**config.mk**
```make
export PLATFORM = sky130hd
export DESIGN_NAME = vdp_header_tagger
export DESIGN_NICKNAME = d
export VERILOG_FILES = /design/src/rtl/vdp_tag_pkg.sv /design/src/rtl/vdp_mac_cam.sv /design/src/rtl/vdp_plane_ctrl.sv /design/src/rtl/vdp_stream_core.sv /design/src/rtl/vdp_header_tagger.sv
export SDC_FILE = /design/constraint.sdc
export NUM_CORES = 2
export LEC_CHECK = 0
export BUFFER_PORTS_ARGS = -buffer_cell sky130_fd_sc_hd__buf_4
export CAP_MARGIN = 20
export CORE_MARGIN = 5
export CORE_UTILIZATION = 60
export CTS_CLUSTER_SIZE = 16
export DETAILED_ROUTE_END_ITERATION = 10
export PLACE_DENSITY_LB_ADDON = 0.25
export SLEW_MARGIN = 5
export SYNTH_ARGS = -nofsm -noshare
export SYNTH_HDL_FRONTEND = slang
export SYNTH_SLANG_ARGS = --single-unit
```
**constraint.sdc**
```tcl
create_clock -name clk -period 4.2 [get_ports clk]
set_input_delay 0.21 -clock clk [delete_from_list [all_inputs] [get_ports clk]]
set_output_delay 0.21 -clock clk [all_outputs]
set_load 0.02 [all_outputs]
```
**src/rtl/vdp_tag_pkg.sv**
```systemverilog
package vdp_tag_pkg;

  localparam int BEAT_W = 64;
  localparam int MAC_W  = 48;

  // Control header sent ahead of each accepted frame (MSB first)
  typedef struct packed {
    logic [31:0] hash;
    logic [15:0] bitmap;
    logic [7:0]  mode;
    logic [7:0]  plane;
  } vdp_hdr_t;

  typedef enum logic [1:0] {
    ST_IDLE,
    ST_HDR,
    ST_BODY,
    ST_DROP
  } vdp_state_e;

endpackage

```
**src/rtl/vdp_mac_cam.sv**
```systemverilog
module vdp_mac_cam #(
  parameter int N_ENTRIES = 16,
  parameter int PID_W     = 2,
  localparam int EIDX_W   = (N_ENTRIES > 1) ? $clog2(N_ENTRIES) : 1
) (
  input  logic              clk,
  input  logic              rst_n,
  input  logic              wr_en,
  input  logic [EIDX_W-1:0] wr_idx,
  input  logic [47:0]       wr_mac,
  input  logic [PID_W-1:0]  wr_pid,
  input  logic              wr_valid,
  input  logic [47:0]       lookup_mac,
  output logic              hit,
  output logic [PID_W-1:0]  hit_pid
);

  logic [47:0]      mac_q [N_ENTRIES];
  logic [PID_W-1:0] pid_q [N_ENTRIES];
  logic [N_ENTRIES-1:0] vld_q;
  logic [N_ENTRIES-1:0] match;

  always_ff @(posedge clk or negedge rst_n) begin
    if (!rst_n) begin
      vld_q <= '0;
      for (int i = 0; i < N_ENTRIES; i++) begin
        mac_q[i] <= '0;
        pid_q[i] <= '0;
      end
    end else if (wr_en) begin
      for (int i = 0; i < N_ENTRIES; i++) begin
        if (wr_idx == EIDX_W'(i)) begin
          mac_q[i] <= wr_mac;
          pid_q[i] <= wr_pid;
          vld_q[i] <= wr_valid;
        end
      end
    end
  end

  for (genvar g = 0; g < N_ENTRIES; g++) begin : g_cmp
    assign match[g] = vld_q[g] && (mac_q[g] == lookup_mac);
  end

  // Lowest index wins: scan downward so the last assignment is the lowest hit
  always_comb begin
    hit     = 1'b0;
    hit_pid = '0;
    for (int i = N_ENTRIES - 1; i >= 0; i--) begin
      if (match[i]) begin
        hit     = 1'b1;
        hit_pid = pid_q[i];
      end
    end
  end

endmodule

```
**src/rtl/vdp_plane_ctrl.sv**
```systemverilog
module vdp_plane_ctrl #(
  parameter int N_PLANES = 4,
  parameter int IDX_W    = 4,
  localparam int PID_W   = (N_PLANES > 1) ? $clog2(N_PLANES) : 1
) (
  input  logic             clk,
  input  logic             rst_n,
  input  logic             wr_en,
  input  logic [IDX_W-1:0] wr_idx,
  input  logic [15:0]      wr_bitmap,
  input  logic [7:0]       wr_mode,
  input  logic [PID_W-1:0] rd_pid,
  output logic [15:0]      rd_bitmap,
  output logic [7:0]       rd_mode
);

  logic [15:0] bitmap_q [N_PLANES];
  logic [7:0]  mode_q   [N_PLANES];

  always_ff @(posedge clk or negedge rst_n) begin
    if (!rst_n) begin
      for (int p = 0; p < N_PLANES; p++) begin
        bitmap_q[p] <= '0;
        mode_q[p]   <= '0;
      end
    end else if (wr_en) begin
      for (int p = 0; p < N_PLANES; p++) begin
        if (wr_idx == IDX_W'(p)) begin
          bitmap_q[p] <= wr_bitmap;
          mode_q[p]   <= wr_mode;
        end
      end
    end
  end

  always_comb begin
    rd_bitmap = '0;
    rd_mode   = '0;
    for (int p = 0; p < N_PLANES; p++) begin
      if (rd_pid == PID_W'(p)) begin
        rd_bitmap = bitmap_q[p];
        rd_mode   = mode_q[p];
      end
    end
  end

endmodule

```
**src/rtl/vdp_stream_core.sv**
```systemverilog
module vdp_stream_core
  import vdp_tag_pkg::*;
#(
  parameter int PID_W = 2,
  parameter int CNT_W = 16
) (
  input  logic              clk,
  input  logic              rst_n,
  input  logic              in_valid,
  output logic              in_ready,
  input  logic [BEAT_W-1:0] in_data,
  input  logic              in_sop,
  input  logic              in_eop,
  output logic              out_valid,
  input  logic              out_ready,
  output logic [BEAT_W-1:0] out_data,
  output logic              out_sop,
  output logic              out_eop,
  output logic [MAC_W-1:0]  lookup_mac,
  input  logic              hit,
  input  logic [PID_W-1:0]  hit_pid,
  input  logic [15:0]       sel_bitmap,
  input  logic [7:0]        sel_mode,
  output logic [CNT_W-1:0]  miss_count
);

  vdp_state_e        state_q;
  vdp_hdr_t          hdr_q, hdr_d;
  logic [BEAT_W-1:0] hold_q;
  logic              hold_v_q, hold_eop_q, eop_in_q;
  logic [CNT_W-1:0]  miss_q;
  logic              in_fire, out_fire;

  assign lookup_mac = in_data[BEAT_W-1 -: MAC_W];
  assign miss_count = miss_q;
  assign in_fire    = in_valid && in_ready;
  assign out_fire   = out_valid && out_ready;

  always_comb begin
    hdr_d        = '0;
    hdr_d.bitmap = sel_bitmap;
    hdr_d.mode   = sel_mode;
    hdr_d.plane  = 8'(hit_pid);
  end

  always_comb begin
    in_ready  = 1'b0;
    out_valid = 1'b0;
    out_sop   = 1'b0;
    out_eop   = 1'b0;
    out_data  = hold_q;
    unique case (state_q)
      ST_IDLE: in_ready = 1'b1;
      ST_HDR: begin
        out_valid = 1'b1;
        out_sop   = 1'b1;
        out_data  = hdr_q;
      end
      ST_BODY: begin
        out_valid = hold_v_q;
        out_eop   = hold_v_q && hold_eop_q;
        in_ready  = !eop_in_q && (!hold_v_q || out_ready);
      end
      ST_DROP: in_ready = 1'b1;
    endcase
  end

  always_ff @(posedge clk or negedge rst_n) begin
    if (!rst_n) begin
      state_q    <= ST_IDLE;
      hdr_q      <= '0;
      hold_q     <= '0;
      hold_v_q   <= 1'b0;
      hold_eop_q <= 1'b0;
      eop_in_q   <= 1'b0;
      miss_q     <= '0;
    end else begin
      unique case (state_q)
        ST_IDLE: begin
          if (in_fire && in_sop) begin
            if (hit) begin
              hdr_q      <= hdr_d;
              hold_q     <= in_data;
              hold_v_q   <= 1'b1;
              hold_eop_q <= in_eop;
              eop_in_q   <= in_eop;
              state_q    <= ST_HDR;
            end else begin
              miss_q <= miss_q + CNT_W'(1);
              if (!in_eop) state_q <= ST_DROP;
            end
          end
        end
        ST_HDR: begin
          if (out_ready) state_q <= ST_BODY;
        end
        ST_BODY: begin
          if (out_fire && hold_eop_q) begin
            state_q  <= ST_IDLE;
            hold_v_q <= 1'b0;
            eop_in_q <= 1'b0;
          end else if (in_fire) begin
            hold_q     <= in_data;
            hold_v_q   <= 1'b1;
            hold_eop_q <= in_eop;
            if (in_eop) eop_in_q <= 1'b1;
          end else if (out_fire) begin
            hold_v_q <= 1'b0;
          end
        end
        ST_DROP: begin
          if (in_fire && in_eop) state_q <= ST_IDLE;
        end
      endcase
    end
  end

endmodule

```
**src/rtl/vdp_header_tagger.sv**
```systemverilog
module vdp_header_tagger
  import vdp_tag_pkg::*;
#(
  parameter int N_PLANES  = 4,
  parameter int N_ENTRIES = 16,
  parameter int CNT_W     = 16,
  localparam int PID_W    = (N_PLANES > 1) ? $clog2(N_PLANES) : 1,
  localparam int EIDX_W   = (N_ENTRIES > 1) ? $clog2(N_ENTRIES) : 1,
  localparam int IDX_W    = (EIDX_W > PID_W) ? EIDX_W : PID_W,
  localparam int ADDR_W   = IDX_W + 1
) (
  input  logic              clk,
  input  logic              rst_n,
  input  logic              in_valid,
  output logic              in_ready,
  input  logic [63:0]       in_data,
  input  logic              in_sop,
  input  logic              in_eop,
  output logic              out_valid,
  input  logic              out_ready,
  output logic [63:0]       out_data,
  output logic              out_sop,
  output logic              out_eop,
  input  logic              cfg_we,
  input  logic [ADDR_W-1:0] cfg_addr,
  input  logic [63:0]       cfg_wdata,
  output logic [CNT_W-1:0]  miss_count
);

  logic             cam_we, ctl_we, entry_ok;
  logic [47:0]      lookup_mac;
  logic             hit;
  logic [PID_W-1:0] hit_pid;
  logic [15:0]      sel_bitmap;
  logic [7:0]       sel_mode;

  assign cam_we   = cfg_we && !cfg_addr[ADDR_W-1];
  assign ctl_we   = cfg_we &&  cfg_addr[ADDR_W-1];
  // An entry naming a plane that does not exist is stored as invalid
  assign entry_ok = cfg_wdata[63] && (cfg_wdata[62:48] < 15'(N_PLANES));

  vdp_mac_cam #(
    .N_ENTRIES(N_ENTRIES),
    .PID_W    (PID_W)
  ) u_cam (
    .clk       (clk),
    .rst_n     (rst_n),
    .wr_en     (cam_we),
    .wr_idx    (cfg_addr[EIDX_W-1:0]),
    .wr_mac    (cfg_wdata[47:0]),
    .wr_pid    (cfg_wdata[48 +: PID_W]),
    .wr_valid  (entry_ok),
    .lookup_mac(lookup_mac),
    .hit       (hit),
    .hit_pid   (hit_pid)
  );

  vdp_plane_ctrl #(
    .N_PLANES(N_PLANES),
    .IDX_W   (IDX_W)
  ) u_ctrl (
    .clk      (clk),
    .rst_n    (rst_n),
    .wr_en    (ctl_we),
    .wr_idx   (cfg_addr[IDX_W-1:0]),
    .wr_bitmap(cfg_wdata[15:0]),
    .wr_mode  (cfg_wdata[23:16]),
    .rd_pid   (hit_pid),
    .rd_bitmap(sel_bitmap),
    .rd_mode  (sel_mode)
  );

  vdp_stream_core #(
    .PID_W(PID_W),
    .CNT_W(CNT_W)
  ) u_core (
    .clk       (clk),
    .rst_n     (rst_n),
    .in_valid  (in_valid),
    .in_ready  (in_ready),
    .in_data   (in_data),
    .in_sop    (in_sop),
    .in_eop    (in_eop),
    .out_valid (out_valid),
    .out_ready (out_ready),
    .out_data  (out_data),
    .out_sop   (out_sop),
    .out_eop   (out_eop),
    .lookup_mac(lookup_mac),
    .hit       (hit),
    .hit_pid   (hit_pid),
    .sel_bitmap(sel_bitmap),
    .sel_mode  (sel_mode),
    .miss_count(miss_count)
  );

endmodule

```
==> results.toml <==
[routing]
first_iter_violations = 6241
antenna_left = 0
viasPerCell = 6.894
drt_first_pass_iters = 8
drc = 0
avgRoutedWirePerCell_um = 34.56
routed_wl_um = 225100
vias = 44900

[sta]
fin_skew_ps = 23.00
setup_ws_ps = 56.62
slew_violations = 0
tns_ps = 0
finalHoldViolCount = 0
period_minus_slack_ps = 4143
max_slew_margin_pct = 27.73
rsz0062_at_grt = "false"
fin_crit_sh_pct = 98.65
worst_pin_slew_ps = 1084
finalSetupViolations = 0
fmax_ghz = 0.2413

[clock_tree]
cts_resized = 0
clock_path_buffers = 3
cts_tree = "built"
root_buffer = "clkbuf_16"
cts_sinks = 1023
numCtsBuffers = 108
post_cts.repair.setup_buffers = 0
htreeDepth = 3
clk_pin_slew_ps = 60
clkLatencyLatePin_ps = 720

[setup_path]
path_max_fanout = 30
crit_chain = "xnor2_1, nand4_1, or4_1, or4_1, buf_4, o21ai_2, nor4b_2, a21oi_2, buf_4, nor2b_1, o22a_1, dlygate4sd3_1"
max_stage_delay_ps = 600
cp.required_ps = 4790
cp_top_family = "simple AND/OR/NAND/NOR gates"
ff2ff_setup_slack_ps = 60
criticalPathCategory = "register to register"
start_kind = "register"
arrival_ps = 4730
worstReg2RegStart = "u_cam.mac_q[737]$_DFFE_PN0P_"
r2r_cells = 12
rr_endpoint = "u_core.hold_v_q$_DFFE_PN0P_"
end_kind = "register"
path_buf_inv = 3
slowest_stage = "or4_1"
crit_start = "u_cam.mac_q[737]$_DFFE_PN0P_"

[final_layout]
drive_above_1_share_pct = 31.52
num-nets-final = 5363
syn2layout_area_growth_pct = 14.74
fin_area_um2 = 63490
layout_commonest_cell = "dfrtp_1"
final_cell_mix = "1023 x dfrtp_1, 876 x mux2_2, 463 x xnor2_1"

[yosys]
synth_edf_count = 0
synth_xor_area_share_pct = 11.22
netlist_area_um2 = 55330
synthSimpleGateAreaFrac_pct = 15.53
post_synth_num_cell_types = 99
synthMuxAreaShare_pct = 18.77
syn_nets = 5070
synth_top_area_cell = "dfrtp_1"
avgSynthCellArea_um2 = 11.23
synth_warnings = 0
synth-async-reset-ratio_pct = 100.0
synth-seq-cells = 1023
ys_seq_area_share_pct = 46.27
synth_fa_ha_area_share_pct = 0.1131
synthTopCellsByArea = "dfrtp_1 46%, mux2_2 18%, xnor2_1 7.3%"
synth_compound_area_share_pct = 4.091
synth-main-ff-cell = "dfrtp_1"
yosysTopAreaCellShare_pct = 46.27
syn_inst = 4925
synth_top_family_by_area = "multiplexers"

[pwr]
swShare_pct = 33.20
finalPower_mw = 32.42
seqPwrFrac_pct = 42.0
p_leak_nw = 27.82
powerDensity_nw_per_um2 = 510.7
internal_power_mw = 21.66
vdd_drop_max_mv = 0.3921
p_switching_mw = 10.76
comb_power_share_pct = 27.7
pwr-share-clk_pct = 30.3

[floorplan]
die_y_um = 313.7
fp.dieW_um = 313.7
initial_core_util_pct = 60.36
io_pins = 224
core_area_um2 = 91660
num_rows = 111
fp.dieArea_um2 = 98390

[grt]
antenna_found_initial = 21
track_usage_pct = 44.86
grt_pass1_wl_um = 318800
grt_max_degree = 102
first_global_vias = 43842
overflow = 0

[worst_hold_path]
hold_end = "u_cam.mac_q[20]$_DFFE_PN0P_"
holdPathStages = 3
hold_path.class = "input pin to register"
hp-start = "cfg_wdata[20]"

[place]
io_buffers = 223
gp_congestion = 1.042
dp_worst_setup_slack_ps = 15.52
dp_hpwl_um = 144600
dpl_cell_area_um2 = 59250

[flow_run]
max-cap-violations = 0

[run_status]
status = "finished clean"
==> state kept, by name, indices dropped and copies added (netlist names) <==
signal,count
u_cam.mac_q,768
u_cam.pid_q,32
u_cam.vld_q,16
u_core.eop_in_q,1
u_core.hdr_q,26
u_core.hold_eop_q,1
u_core.hold_q,64
u_core.hold_v_q,1
u_core.miss_count,16
u_core.state_q,2
u_ctrl.bitmap_q,64
u_ctrl.mode_q,32
==> through the flow <==
stage               hold WS, ps  instances  util [%]
floorplan                -85.59       4925         -
global placement          351.1       6234     64.62
detailed placement        356.8       6235     64.64
CTS                      0.6682       6493     69.21
global route              6.696       6496     69.22
finish                    31.22       6513     69.26
==> power groups by stage <==
stage	Clock [mW]	Combinational, mW	Sequential, mW
floorplan	0	5.75	13.2
global placement	0	8.56	13.6
detailed placement	0	8.68	13.7
CTS	9.82	8.80	13.5
global route	10.2	9.47	13.8
finish	9.82	8.99	13.6
==> synth_stat cells, types with 51 or more instances <==
master / instances
mux2_2: 876
nor2_1: 68
inv_1: 104
dfrtp_1: 1023
nand2b_1: 134
xor2_1: 233
mux2i_1: 52
nor2b_1: 88
o21ai_0: 52
nand4_1: 244
xnor2_1: 463
nand2_1: 430
buf_4: 51
clkbuf_1: 197
nand3_1: 119
nor4_1: 147
nor3_1: 62
==> cell type report <==
type | instances | area, um2
diodes | 20 | 50.05
multi-input cells | 3435 | 27630
flip-flops and latches | 1023 | 25600
clock inverters | 37 | 365.4
clock buffers | 162 | 3228
inverters | 105 | 394.1
fillers | 6760 | 28180
repair buffers | 545 | 4735
well taps | 1186 | 1484
==> worst reg2reg max path, cell delays in order (launching register included) <==
cell	delay [ps]
dfrtp_1	390
xnor2_1	480
nand4_1	160
or4_1	600
or4_1	420
buf_4	220
o21ai_2	150
nor4b_2	150
a21oi_2	170
buf_4	400
nor2b_1	110
o22a_1	230
dlygate4sd3_1	570
==> worst max path at each step <==
stage                                          to  slack [ps]  depth (start not counted)
floorplan           u_core.hold_q[12]$_DFFE_PN0P_         960                         13
finish                u_core.hold_v_q$_DFFE_PN0P_          60                         12
CTS                   u_core.hold_v_q$_DFFE_PN0P_         220                         12
global placement     u_core.hdr_q[15]$_DFFE_PN0P_         -20                         12
global route          u_core.eop_in_q$_DFFE_PN0P_          20                         13
detailed placement   u_core.hdr_q[15]$_DFFE_PN0P_          20                         12
==> per-layer routing <==
metal	part of all wire (%)	up-vias	global-route usage, %	wire, um
li1	-	18104	-	-
met1	36	22483	57.09	81900
met2	43	3335	65.56	96600
met3	12	960	14.00	27160
met4	8.5	18	30.89	19190
met5	0.12	-	1.235	260
==> logic make-up (layout without fill, tap and decap cells) <==
kind of cell | count (synthesis) | in the layout
compound gates | 272 | 272
xor+xnor | 703 | 703
fa+ha+maj | 5 | 5
buf+inv | 467 | 849
flops | 1023 | 1023
mux | 928 | 928
other cells | 0 | 20
simple gates | 1527 | 1527
==> timing repair <==
action,4_1_cts,5_1_grt
setup endpoints to repair,0,0
hold endpoints to repair,175,0
hold buffers,59,0
Note: power is estimated with default switching activity, not from simulation.
